<file path="config.mk">
export PLATFORM = sky130hd
export DESIGN_NAME = shadowRouteSwap
export DESIGN_NICKNAME = d
export VERILOG_FILES = /design/src/rtl/routeSwapPkg.sv /design/src/rtl/routeSwapCtrl.sv /design/src/rtl/routeSwapData.sv /design/src/rtl/shadowRouteSwap.sv
export SDC_FILE = /design/constraint.sdc
export NUM_CORES = 1
export LEC_CHECK = 0
export BUFFER_PORTS_ARGS = -buffer_cell sky130_fd_sc_hd__buf_2
export CELL_PAD_IN_SITES_DETAIL_PLACEMENT = 0
export CELL_PAD_IN_SITES_GLOBAL_PLACEMENT = 1
export CORE_ASPECT_RATIO = 1.2
export CORE_MARGIN = 3
export CORE_UTILIZATION = 28
export DETAILED_ROUTE_END_ITERATION = 12
export PLACE_DENSITY = 0.93
export SYNTH_ARGS = -nofsm -noshare
export SYNTH_HDL_FRONTEND = slang
export SYNTH_HIERARCHICAL = 1
export SYNTH_SLANG_ARGS = --single-unit
</file>
<file path="constraint.sdc">
create_clock -name clk -period 2.6 [get_ports clk]
set_input_delay 0.52 -clock clk [delete_from_list [all_inputs] [get_ports clk]]
set_output_delay 0.52 -clock clk [all_outputs]
set_load 0.02 [all_outputs]
</file>
<file path="src/rtl/routeSwapPkg.sv">
package routeSwapPkg;
  localparam int NUM_CH = 4;

  typedef enum logic [1:0] {
    PART_NONE = 2'd0,
    PART_ONE  = 2'd1,
    PART_TWO  = 2'd2
  } partMode_e;

  // strobes from control to datapath
  typedef struct packed {
    logic [NUM_CH-1:0] swap;      // exchange live and spare half now
    logic              load;      // command register write
    logic [NUM_CH-1:0] loadVal;   // masked write value
    logic [NUM_CH-1:0] keepMask;  // channels active in current mode
    partMode_e         part;
  } swapStrobe_t;
endpackage

</file>
<file path="src/rtl/routeSwapCtrl.sv">
module routeSwapCtrl
  import routeSwapPkg::*;
(
  input  logic              clk,
  input  logic              rstN,
  input  logic [1:0]        divMode,
  input  logic              regWrEn,
  input  logic              regAddr,
  input  logic [7:0]        regWrData,
  input  logic [NUM_CH-1:0] frameSync,
  input  logic [NUM_CH-1:0] cmdQ,
  output swapStrobe_t       strb
);
  partMode_e         part;
  logic [NUM_CH-1:0] chanEn;
  logic              unusedLowBits;

  assign unusedLowBits = ^regWrData[3:0];

  always_comb begin
    unique case (divMode)
      2'b01:   part = PART_ONE;
      2'b11:   part = PART_TWO;
      default: part = PART_NONE;
    endcase
  end

  // TDM a channels occupy the upper indices
  for (genvar i = 0; i < NUM_CH; i++) begin : g_en
    assign chanEn[i] = (part == PART_TWO) ||
                       ((part == PART_ONE) && (i >= NUM_CH/2));
  end

  always_comb begin
    strb.swap     = cmdQ & frameSync & chanEn;
    strb.load     = regWrEn && !regAddr;
    strb.loadVal  = regWrData[4 +: NUM_CH] & chanEn;
    strb.keepMask = chanEn;
    strb.part     = part;
  end

  // a disabled mode leaves nothing pending on the next cycle
  p_disabled_flush_r9: assert property (@(posedge clk) disable iff (!rstN)
    (part == PART_NONE) |=> (cmdQ == '0));
endmodule

</file>
<file path="src/rtl/routeSwapData.sv">
module routeSwapData
  import routeSwapPkg::*;
#(
  parameter int ENTRIES = 128,
  localparam int ADDR_W = $clog2(ENTRIES)
)(
  input  logic                     clk,
  input  logic                     rstN,
  input  swapStrobe_t              strb,
  input  logic                     regAddr,
  output logic [NUM_CH-1:0]        cmdQ,
  output logic [7:0]               regRdData,
  output logic [NUM_CH*ADDR_W-1:0] routeBase
);
  localparam logic [ADDR_W-1:0] HALF_ONE = ADDR_W'(ENTRIES/2);
  localparam logic [ADDR_W-1:0] HALF_TWO = ADDR_W'(ENTRIES/4);

  logic [NUM_CH-1:0] statusQ;
  logic [NUM_CH-1:0] cmdNext;
  logic [ADDR_W-1:0] halfSize;

  always_comb begin
    if (strb.load) cmdNext = strb.loadVal;
    else           cmdNext = cmdQ & ~strb.swap;
    cmdNext = cmdNext & strb.keepMask;
  end

  always_ff @(posedge clk or negedge rstN) begin
    if (!rstN) begin
      cmdQ    <= '0;
      statusQ <= '0;
    end else begin
      cmdQ    <= cmdNext;
      statusQ <= statusQ ^ strb.swap;
    end
  end

  assign regRdData = regAddr ? {statusQ, 4'h0} : {cmdQ, 4'h0};
  assign halfSize  = (strb.part == PART_ONE) ? HALF_ONE : HALF_TWO;

  for (genvar i = 0; i < NUM_CH; i++) begin : g_base
    assign routeBase[i*ADDR_W +: ADDR_W] =
      (strb.keepMask[i] && statusQ[i]) ? halfSize : '0;

    // two-TDM base is one of the two quarter boundaries
    p_base_legal_r8: assert property (@(posedge clk) disable iff (!rstN)
      (strb.part == PART_TWO) |->
        (routeBase[i*ADDR_W +: ADDR_W] == '0 ||
         routeBase[i*ADDR_W +: ADDR_W] == HALF_TWO));
  end

  // no swap strobe, no status movement
  p_status_hold_r5: assert property (@(posedge clk) disable iff (!rstN)
    (strb.swap == '0) |=> $stable(statusQ));

  // a swap flips exactly the strobed channels
  p_swap_toggle_r4: assert property (@(posedge clk) disable iff (!rstN)
    (strb.swap != '0) |=> (statusQ == ($past(statusQ) ^ $past(strb.swap))));

  // swapped requests are consumed unless rewritten in the same cycle
  p_swap_clears_r4: assert property (@(posedge clk) disable iff (!rstN)
    (strb.swap != '0 && !strb.load) |=> ((cmdQ & $past(strb.swap)) == '0));
endmodule

</file>
<file path="src/rtl/shadowRouteSwap.sv">
module shadowRouteSwap
  import routeSwapPkg::*;
#(
  parameter int ENTRIES = 128,
  localparam int ADDR_W = $clog2(ENTRIES)
)(
  input  logic                     clk,
  input  logic                     rstN,
  input  logic [1:0]               divMode,
  input  logic                     regWrEn,
  input  logic                     regAddr,
  input  logic [7:0]               regWrData,
  output logic [7:0]               regRdData,
  input  logic [NUM_CH-1:0]        frameSync,
  output logic [NUM_CH*ADDR_W-1:0] routeBase
);
  swapStrobe_t       strb;
  logic [NUM_CH-1:0] cmdQ;

  routeSwapCtrl i_ctrl (
    .clk(clk), .rstN(rstN), .divMode(divMode), .regWrEn(regWrEn),
    .regAddr(regAddr), .regWrData(regWrData), .frameSync(frameSync),
    .cmdQ(cmdQ), .strb(strb)
  );

  routeSwapData #(.ENTRIES(ENTRIES)) i_data (
    .clk(clk), .rstN(rstN), .strb(strb), .regAddr(regAddr),
    .cmdQ(cmdQ), .regRdData(regRdData), .routeBase(routeBase)
  );
endmodule

</file>
## Word-level counts from Yosys, hierarchy flattened

Cells that the tools add are included.

| cells by class | value |
|---|---|
| muxes and demuxes | 8 |
| reductions and logical operators | 7 |
| equal/unequal tests | 4 |
| bitwise gates (word level) | 7 |

Operators with widths:

| cell | count |
|---|---|
| $mux 7 | 5 |
| $and 4x4->4 | 5 |
| $mux 8 | 1 |
| $logic_and 1x1->1 | 5 |
| $eq 2x1->1 const B | 2 |
| $eq 2x2->1 const B | 2 |
| $mux 4 | 1 |
| $not 4->4 | 1 |
| $pmux 2 s2 | 1 |
| $xor 4x4->4 | 1 |
| $logic_not 1->1 | 1 |
| $logic_or 1x1->1 | 1 |

| storage, ports and cells | value |
|---|---|
| input port bits | 18 |
| output and inout port bits | 36 |
| bits in registers | 8 |
| word-level logic and storage cells | 28 |

## Longest topological paths before layout

Gate-level depths: netlist of run 1.

| logic depth | value |
|---|---|
| depth in word-level cells | 9 |
| mapped depth | 5 |
| depth with buffers taken out | 3 |

## Cells and area by module

Netlist of run 1, hierarchy kept.

Modules (own cells, without submodules):

| module | area an instance (um2) | cells an instance | seq. area each (um2) | instances |
|---|---|---|---|---|
| routeSwapData | 594.3 | 64 | 200.2 | 1 |
| routeSwapCtrl | 107.6 | 16 | 0.0 | 1 |

## Worst setup path after synthesis of run 1

No wires, ideal clock.

| path | value |
|---|---|
| path type | input -> output |
| start | input port divMode[0] |
| end | output port routeBase[13] |
| buffers on the path | 1 |
| required time | 2.080 ns |
| stages | 4 |
| path slack | 0.759 ns |
| data arrival time | 1.321 ns |
| cells stage by stage | buf_4 -> and2_1 -> nand2b_1 -> nor2_1 |

RTL lines:

| element | RTL line | source |
|---|---|---|
| start, declared | shadowRouteSwap.sv:9 | `input logic [1:0] divMode,` |
| end, declared | shadowRouteSwap.sv:15 | `output logic [NUM_CH*ADDR_W-1:0] routeBase` |

==> results.json, run 1 <==
{
  "initial_core_util_pct": 30.1,
  "placementRows": 19,
  "crit_path_frequent_cell": "buf_2",
  "insertion_delay_ns": 0.25,
  "async_flop_share_pct": 100,
  "n_antenna_cell": 0,
  "cp.arrival_ns": 1.52,
  "synth_xor_area_share_pct": 4.99,
  "cp_slowest_stage_delay_ns": 0.30,
  "dieArea_um2": 3150,
  "die_h_um": 60.8,
  "drtAntennaViolNets": 0,
  "fmax_mhz": 491,
  "crit_fanout": 16,
  "yosys_warnings": 6,
  "synth_top_family_by_area": "buffers and inverters",
  "cts_root_buffer": "clkbuf_4",
  "avgSynthCellArea_um2": 8.77,
  "multi_input_area_um2": 374,
  "crit_chain": "buf_2, and2_1, nor2b_1, nor2_1, buf_2",
  "reg2reg_to": "i_data/cmdQ[2]$_DFF_PN0_",
  "totalPowerFinal_mw": 0.383,
  "crit_slowest_cell": "nor2b_1",
  "drive_gt1_share_pct": 32.4,
  "area_delta_synth_final_pct": 8.38,
  "netlist.area_leader.share_pct": 29.9,
  "hold_viol_final": 0,
  "synth_ff_type": "dfrtp_1",
  "synth_seq_area_share_pct": 28.5,
  "finalCriticalPeriod_ns": 2.04,
  "grt_pass1_vias": 496,
  "start_kind": "input port",
  "cts_tree": "yes",
  "synthTopCellsByCount": "buf_4 (28), dfrtp_1 (8), nor2_1 (8)",
  "fin_crit_sh_pct": 78.3,
  "grt_pass1_wl_um": 2240,
  "cts_buffer_depth": 2,
  "muxShareOfSynthArea_pct": 6.42,
  "syn-instance-count": 80,
  "ios": 54,
  "dr.pass1.iters": 4,
  "path_clk_slew_ns": 0.05,
  "ff2ff_path_depth": 3,
  "maxCapViolCount": 0,
  "ff_latch_area_um2": 200,
  "synth-simple-area-share_pct": 24.2,
  "synth-compound-area-share_pct": 4.81,
  "cp.buffers_inverters": 2,
  "ys_types": 18,
  "drt-total-wl_um": 1430,
  "core_um2": 2330,
  "cp.required_ns": 2.08,
  "crit_end": "routeBase[5]",
  "place_congestion": 0.680,
  "status": "complete, no violations",
  "numCtsBuffers": 3,
  "hold_path.class": "in -> async",
  "yosysMostFrequentCell": "buf_4",
  "setup_violations": 0,
  "place.port_buffers": 25,
  "cts_resized": 0,
  "path_class": "in -> out",
  "rsz0062_at_grt": "no",
  "drc": 0,
  "crit_path_start": "divMode[0]",
  "synth_edf_count": 0,
  "grt-ovfl-total": 0,
  "rrSetupSlack_ns": 1.48,
  "track_usage_pct": 9.85,
  "via_per_inst": 3.98,
  "hpwlAfterDp_um": 1170,
  "synth_area_leader_cell": "buf_4",
  "power.leakage_nw": 0.455,
  "htree_levels": 1,
  "cts.sinks": 8,
  "maxSlewHeadroom_pct": 59.2,
  "vdd_drop_max_uv": 216,
  "cp.depth": 5,
  "r2r-start": "i_data/cmdQ[2]$_DFF_PN0_",
  "wire_per_inst_um": 10.7,
  "syn_area_um2": 702,
  "fin_setup_tns_ns": 0,
  "final_nets": 122,
  "grt_start_max_net_pins": 17,
  "antenna_found_initial": 0,
  "synth.area.top_cells": "buf_4 (30%), dfrtp_1 (29%), mux2_2 (6.4%)",
  "cp_top_family": "simple AND/OR/NAND/NOR gates",
  "drt_first_iter_violations": 11,
  "holdBufCountCts": 0,
  "cts_setup_buffers": 0,
  "skew_ns": 0.000561,
  "whs_ns": 0.105,
  "n_fill_cell": 258,
  "endpoint_kind": "output pin",
  "maxSlewViolCount": 0,
  "power.density_nw_per_um2": 503,
  "tightestPinTransition_ns": 0.611,
  "num_vias": 529,
  "ys_ff_latch": 8,
  "die_w_um": 51.7,
  "synthAdderAreaFrac_pct": 0
}
-- worst register-to-register path, stage by stage (launching register included) --
cell      delay [ns]
dfrtp_1         0.38
and3_1          0.21
nor4bb_1        0.33
a31o_2          0.15
-- flip-flops by register name, summed over array words and instances, names as in the netlist --
signal / cells
i_data/statusQ: 4
i_data/cmdQ: 4
-- logic make-up after synthesis --
logic type / count (synthesis)
buffers and inverters: 29
muxes: 4
xor gates and xnor gates: 4
DFF: 8
other: 1
AOI/OAI and AO/OA: 4
and+or+nand+nor: 30
-- cell usage in the layout, fill, tap and decap left out --
master    Yosys  routed
xor2_1        4       4
and2_1        3       3
conb_1        1      24
nor2b_1       3       3
dfrtp_1       8       8
nand2b_1      1       1
nand3_1       1       1
nand2_1       5       5
mux2_2        4       4
a31o_2        1       1
nor2_1        8       8
a31o_1        2       2
buf_2         0      25
and4_1        2       2
nor4bb_1      3       3
clkbuf_4      0       3
and3_1        4       4
o31ai_1       1       1
-- where the power goes --
group | internal, mW | total [mW] | switching [mW]
Sequential | 0.143 | 0.158 | 0.0153
Clock | 0.0526 | 0.0919 | 0.0393
Combinational | 0.0422 | 0.133 | 0.0908
Total | 0.237 | 0.383 | 0.145
-- area by class of cell --
class                   instances  share of cell area [%]
clock buffers                   3                    2.96
repair buffers                 25                    16.4
multi-input cells              66                    49.2
well taps                      31                    5.10
flip-flops and latches          8                    26.3
-- routing by layer --
| layer | vias to the layer above | GRT usage, % | part of all wire (%) |
|---|---|---|---|
| met5 | - | 0 | 0 |
| met4 | 0 | 3.37 | 0 |
| met3 | 0 | 4.42 | 11 |
| met2 | 35 | 15.1 | 46 |
| met1 | 232 | 12.3 | 43 |
| li1 | 262 | - | - |
-- through the flow --
step	setup slack [ns]	std cells	utilization (%)	area, um2
after floorplan	0.759	103	-	788
after global placement	0.571	130	31.7	738
after detailed placement	0.558	130	31.7	738
after CTS	0.561	133	32.7	761
after global routing	0.449	133	32.7	761
final	0.563	133	32.7	761
-- worst min-delay path by stage --
| stage | slack [ns] | startpoint | to |
|---|---|---|---|
| 6_report | 0.11 | rstN | i_data/statusQ[1]$_DFF_PN0_ |
| 5_1_grt | 0.10 | rstN | i_data/cmdQ[0]$_DFF_PN0_ |
| 4_1_cts | 0.11 | rstN | i_data/statusQ[0]$_DFF_PN0_ |
| 3_5_place_dp | 0.38 | rstN | i_data/statusQ[0]$_DFF_PN0_ |
| 3_3_place_gp | 0.37 | rstN | i_data/statusQ[1]$_DFF_PN0_ |
| 2_1_floorplan | 0.22 | rstN | i_data/cmdQ[0]$_DFF_PN0_ |
Note: power is estimated with default switching activity, not from simulation.
==> run 2, diff against run 1 <==
--- a/config.mk
+++ b/config.mk
@@ -10,9 +10,9 @@
 export CELL_PAD_IN_SITES_GLOBAL_PLACEMENT = 1
 export CORE_ASPECT_RATIO = 1.2
 export CORE_MARGIN = 3
-export CORE_UTILIZATION = 28
+export CORE_UTILIZATION = 23
 export DETAILED_ROUTE_END_ITERATION = 12
-export PLACE_DENSITY = 0.93
+export PLACE_DENSITY = 0.83
 export SYNTH_ARGS = -nofsm -noshare
 export SYNTH_HDL_FRONTEND = slang
 export SYNTH_HIERARCHICAL = 1
==> constraint.sdc (replaced) <==
create_clock -name clk -period 1.8 [get_ports clk]
set_input_delay 0.36 -clock clk [delete_from_list [all_inputs] [get_ports clk]]
set_output_delay 0.36 -clock clk [all_outputs]
set_load 0.02 [all_outputs]
==> results.json, run 2 (synthesis gave the netlist of run 1 again) <==
{
  "crit_path_frequent_cell": "buf_2",
  "grt_start_max_net_pins": 17,
  "mostFrequentLayoutCell": "buf_2",
  "finalCriticalPeriod_ns": 1.69,
  "place.port_buffers": 25,
  "cts_buffer_depth": 2,
  "antenna_found_initial": 0,
  "vdd_drop_max_uv": 386,
  "dr.pass1.iters": 4,
  "n_fill_cell": 331,
  "cts_root_buffer": "clkbuf_4",
  "endpoint_kind": "output pin",
  "status": "complete, no violations",
  "crit_fanout": 16,
  "wire_per_inst_um": 11.1,
  "hpwlAfterDp_um": 1270,
  "cp.buffers_inverters": 2,
  "path_class": "in -> out",
  "whs_ns": 0.460,
  "path_clk_slew_ns": 0.05,
  "cp.required_ns": 1.44,
  "track_usage_pct": 8.35,
  "ios": 54,
  "rsz0062_at_grt": "no",
  "crit_slowest_cell": "and2_2",
  "drtAntennaViolNets": 0,
  "cts.sinks": 8,
  "placementRows": 21,
  "power.leakage_nw": 0.465,
  "drt_first_iter_violations": 16,
  "drt-total-wl_um": 1530,
  "dieArea_um2": 3750,
  "insertion_delay_ns": 0.24,
  "drive_gt1_share_pct": 34.6,
  "drc": 0,
  "setup_violations": 0,
  "area_delta_synth_final_pct": 11.9,
  "cp.arrival_ns": 1.33,
  "cp_slowest_stage_delay_ns": 0.27,
  "maxCapViolCount": 0,
  "core_um2": 2860,
  "die_h_um": 66.5,
  "grt-ovfl-total": 0,
  "num_vias": 541,
  "mostFrequentLayoutCells": "buf_2 (25), conb_1 (24), nor2_1 (8), dfrtp_1 (8), nand2_1 (5)",
  "grt_pass1_vias": 533,
  "fmax_mhz": 593,
  "cts_tree": "yes",
  "grt_pass1_wl_um": 2350,
  "via_per_inst": 3.92,
  "cts_setup_buffers": 0,
  "hold_path.class": "in -> reg",
  "n_antenna_cell": 0,
  "crit_chain": "buf_2, and2_2, nand2b_1, nor2_1, buf_2",
  "die_w_um": 56.4,
  "cp_top_family": "simple AND/OR/NAND/NOR gates",
  "fin_setup_tns_ns": 0,
  "start_kind": "input port",
  "hold_viol_final": 0,
  "initial_core_util_pct": 24.5,
  "reg_top3": "i_data/cmdQ (4), i_data/statusQ (4)",
  "fin_crit_sh_pct": 93.7,
  "numCtsBuffers": 3,
  "htree_levels": 1,
  "maxSlewViolCount": 0,
  "skew_ns": 0.0000562,
  "place_congestion": 0.740,
  "power.density_nw_per_um2": 712,
  "final_nets": 124
}
-- run 2: power by group --
part / internal, mW / switching (mW) / total [mW]
Sequential: 0.206 / 0.0229 / 0.229
Combinational: 0.0645 / 0.132 / 0.196
Clock: 0.0762 / 0.0586 / 0.135
-- run 2: worst register-to-register path, stage by stage (launching register included) --
cell and delay [ns]:
dfrtp_1 0.39, and4_1 0.24, nor4bb_1 0.30, a31o_1 0.14
-- run 2: through the flow --
step	setup slack, ns	std cells	power (mW)	utilization (%)	area (um2)
after detailed placement	0.0910	134	0.427	26.2	749
final	0.114	138	0.560	27.4	786
after CTS	0.0855	138	0.570	27.3	782
after floorplan	0.279	103	0.411	-	788
after global placement	0.0974	134	0.423	26.2	749
after global routing	0.0307	138	0.602	27.4	786
-- run 2: area by class of cell --
class / instances / area [um2] / share of cell area [%]
clock buffers: 3 / 22.5 / 2.87
multi-input cells: 66 / 378 / 48.1
flip-flops and latches: 8 / 200 / 25.5
well taps: 34 / 42.5 / 5.41
repair buffers: 27 / 143 / 18.2
-- run 2: routing by layer --
metal	vias up	global-route usage, %	routed length (um)
li1	266	-	-
met1	242	9.67	599
met2	31	13.9	769
met3	2	2.33	148
met4	0	4.45	10
met5	-	0	0
-- run 2: final timing paths --
| kind | cells after the start | end | slack, ns | start |
|---|---|---|---|---|
| setup / recovery | 5 | routeBase[13] | 0.11 | divMode[0] |
| hold / removal | 3 | i_data/cmdQ[2]$_DFF_PN0_ | 0.46 | regWrData[6] |
| setup reg to reg | 3 | i_data/cmdQ[1]$_DFF_PN0_ | 0.68 | i_data/cmdQ[1]$_DFF_PN0_ |
| hold reg to reg | 1 | i_data/statusQ[3]$_DFF_PN0_ | 0.49 | i_data/statusQ[3]$_DFF_PN0_ |
| max in group asynchronous | 2 | i_data/statusQ[3]$_DFF_PN0_ | 1.13 | rstN |
| min in group asynchronous | 2 | i_data/statusQ[2]$_DFF_PN0_ | 0.50 | rstN |
-- run 2: timing repair --
item,CTS,global route
gates resized for setup,0,2
setup endpoints to repair,0,4
hold buffers,1,0
hold endpoints to repair,8,0
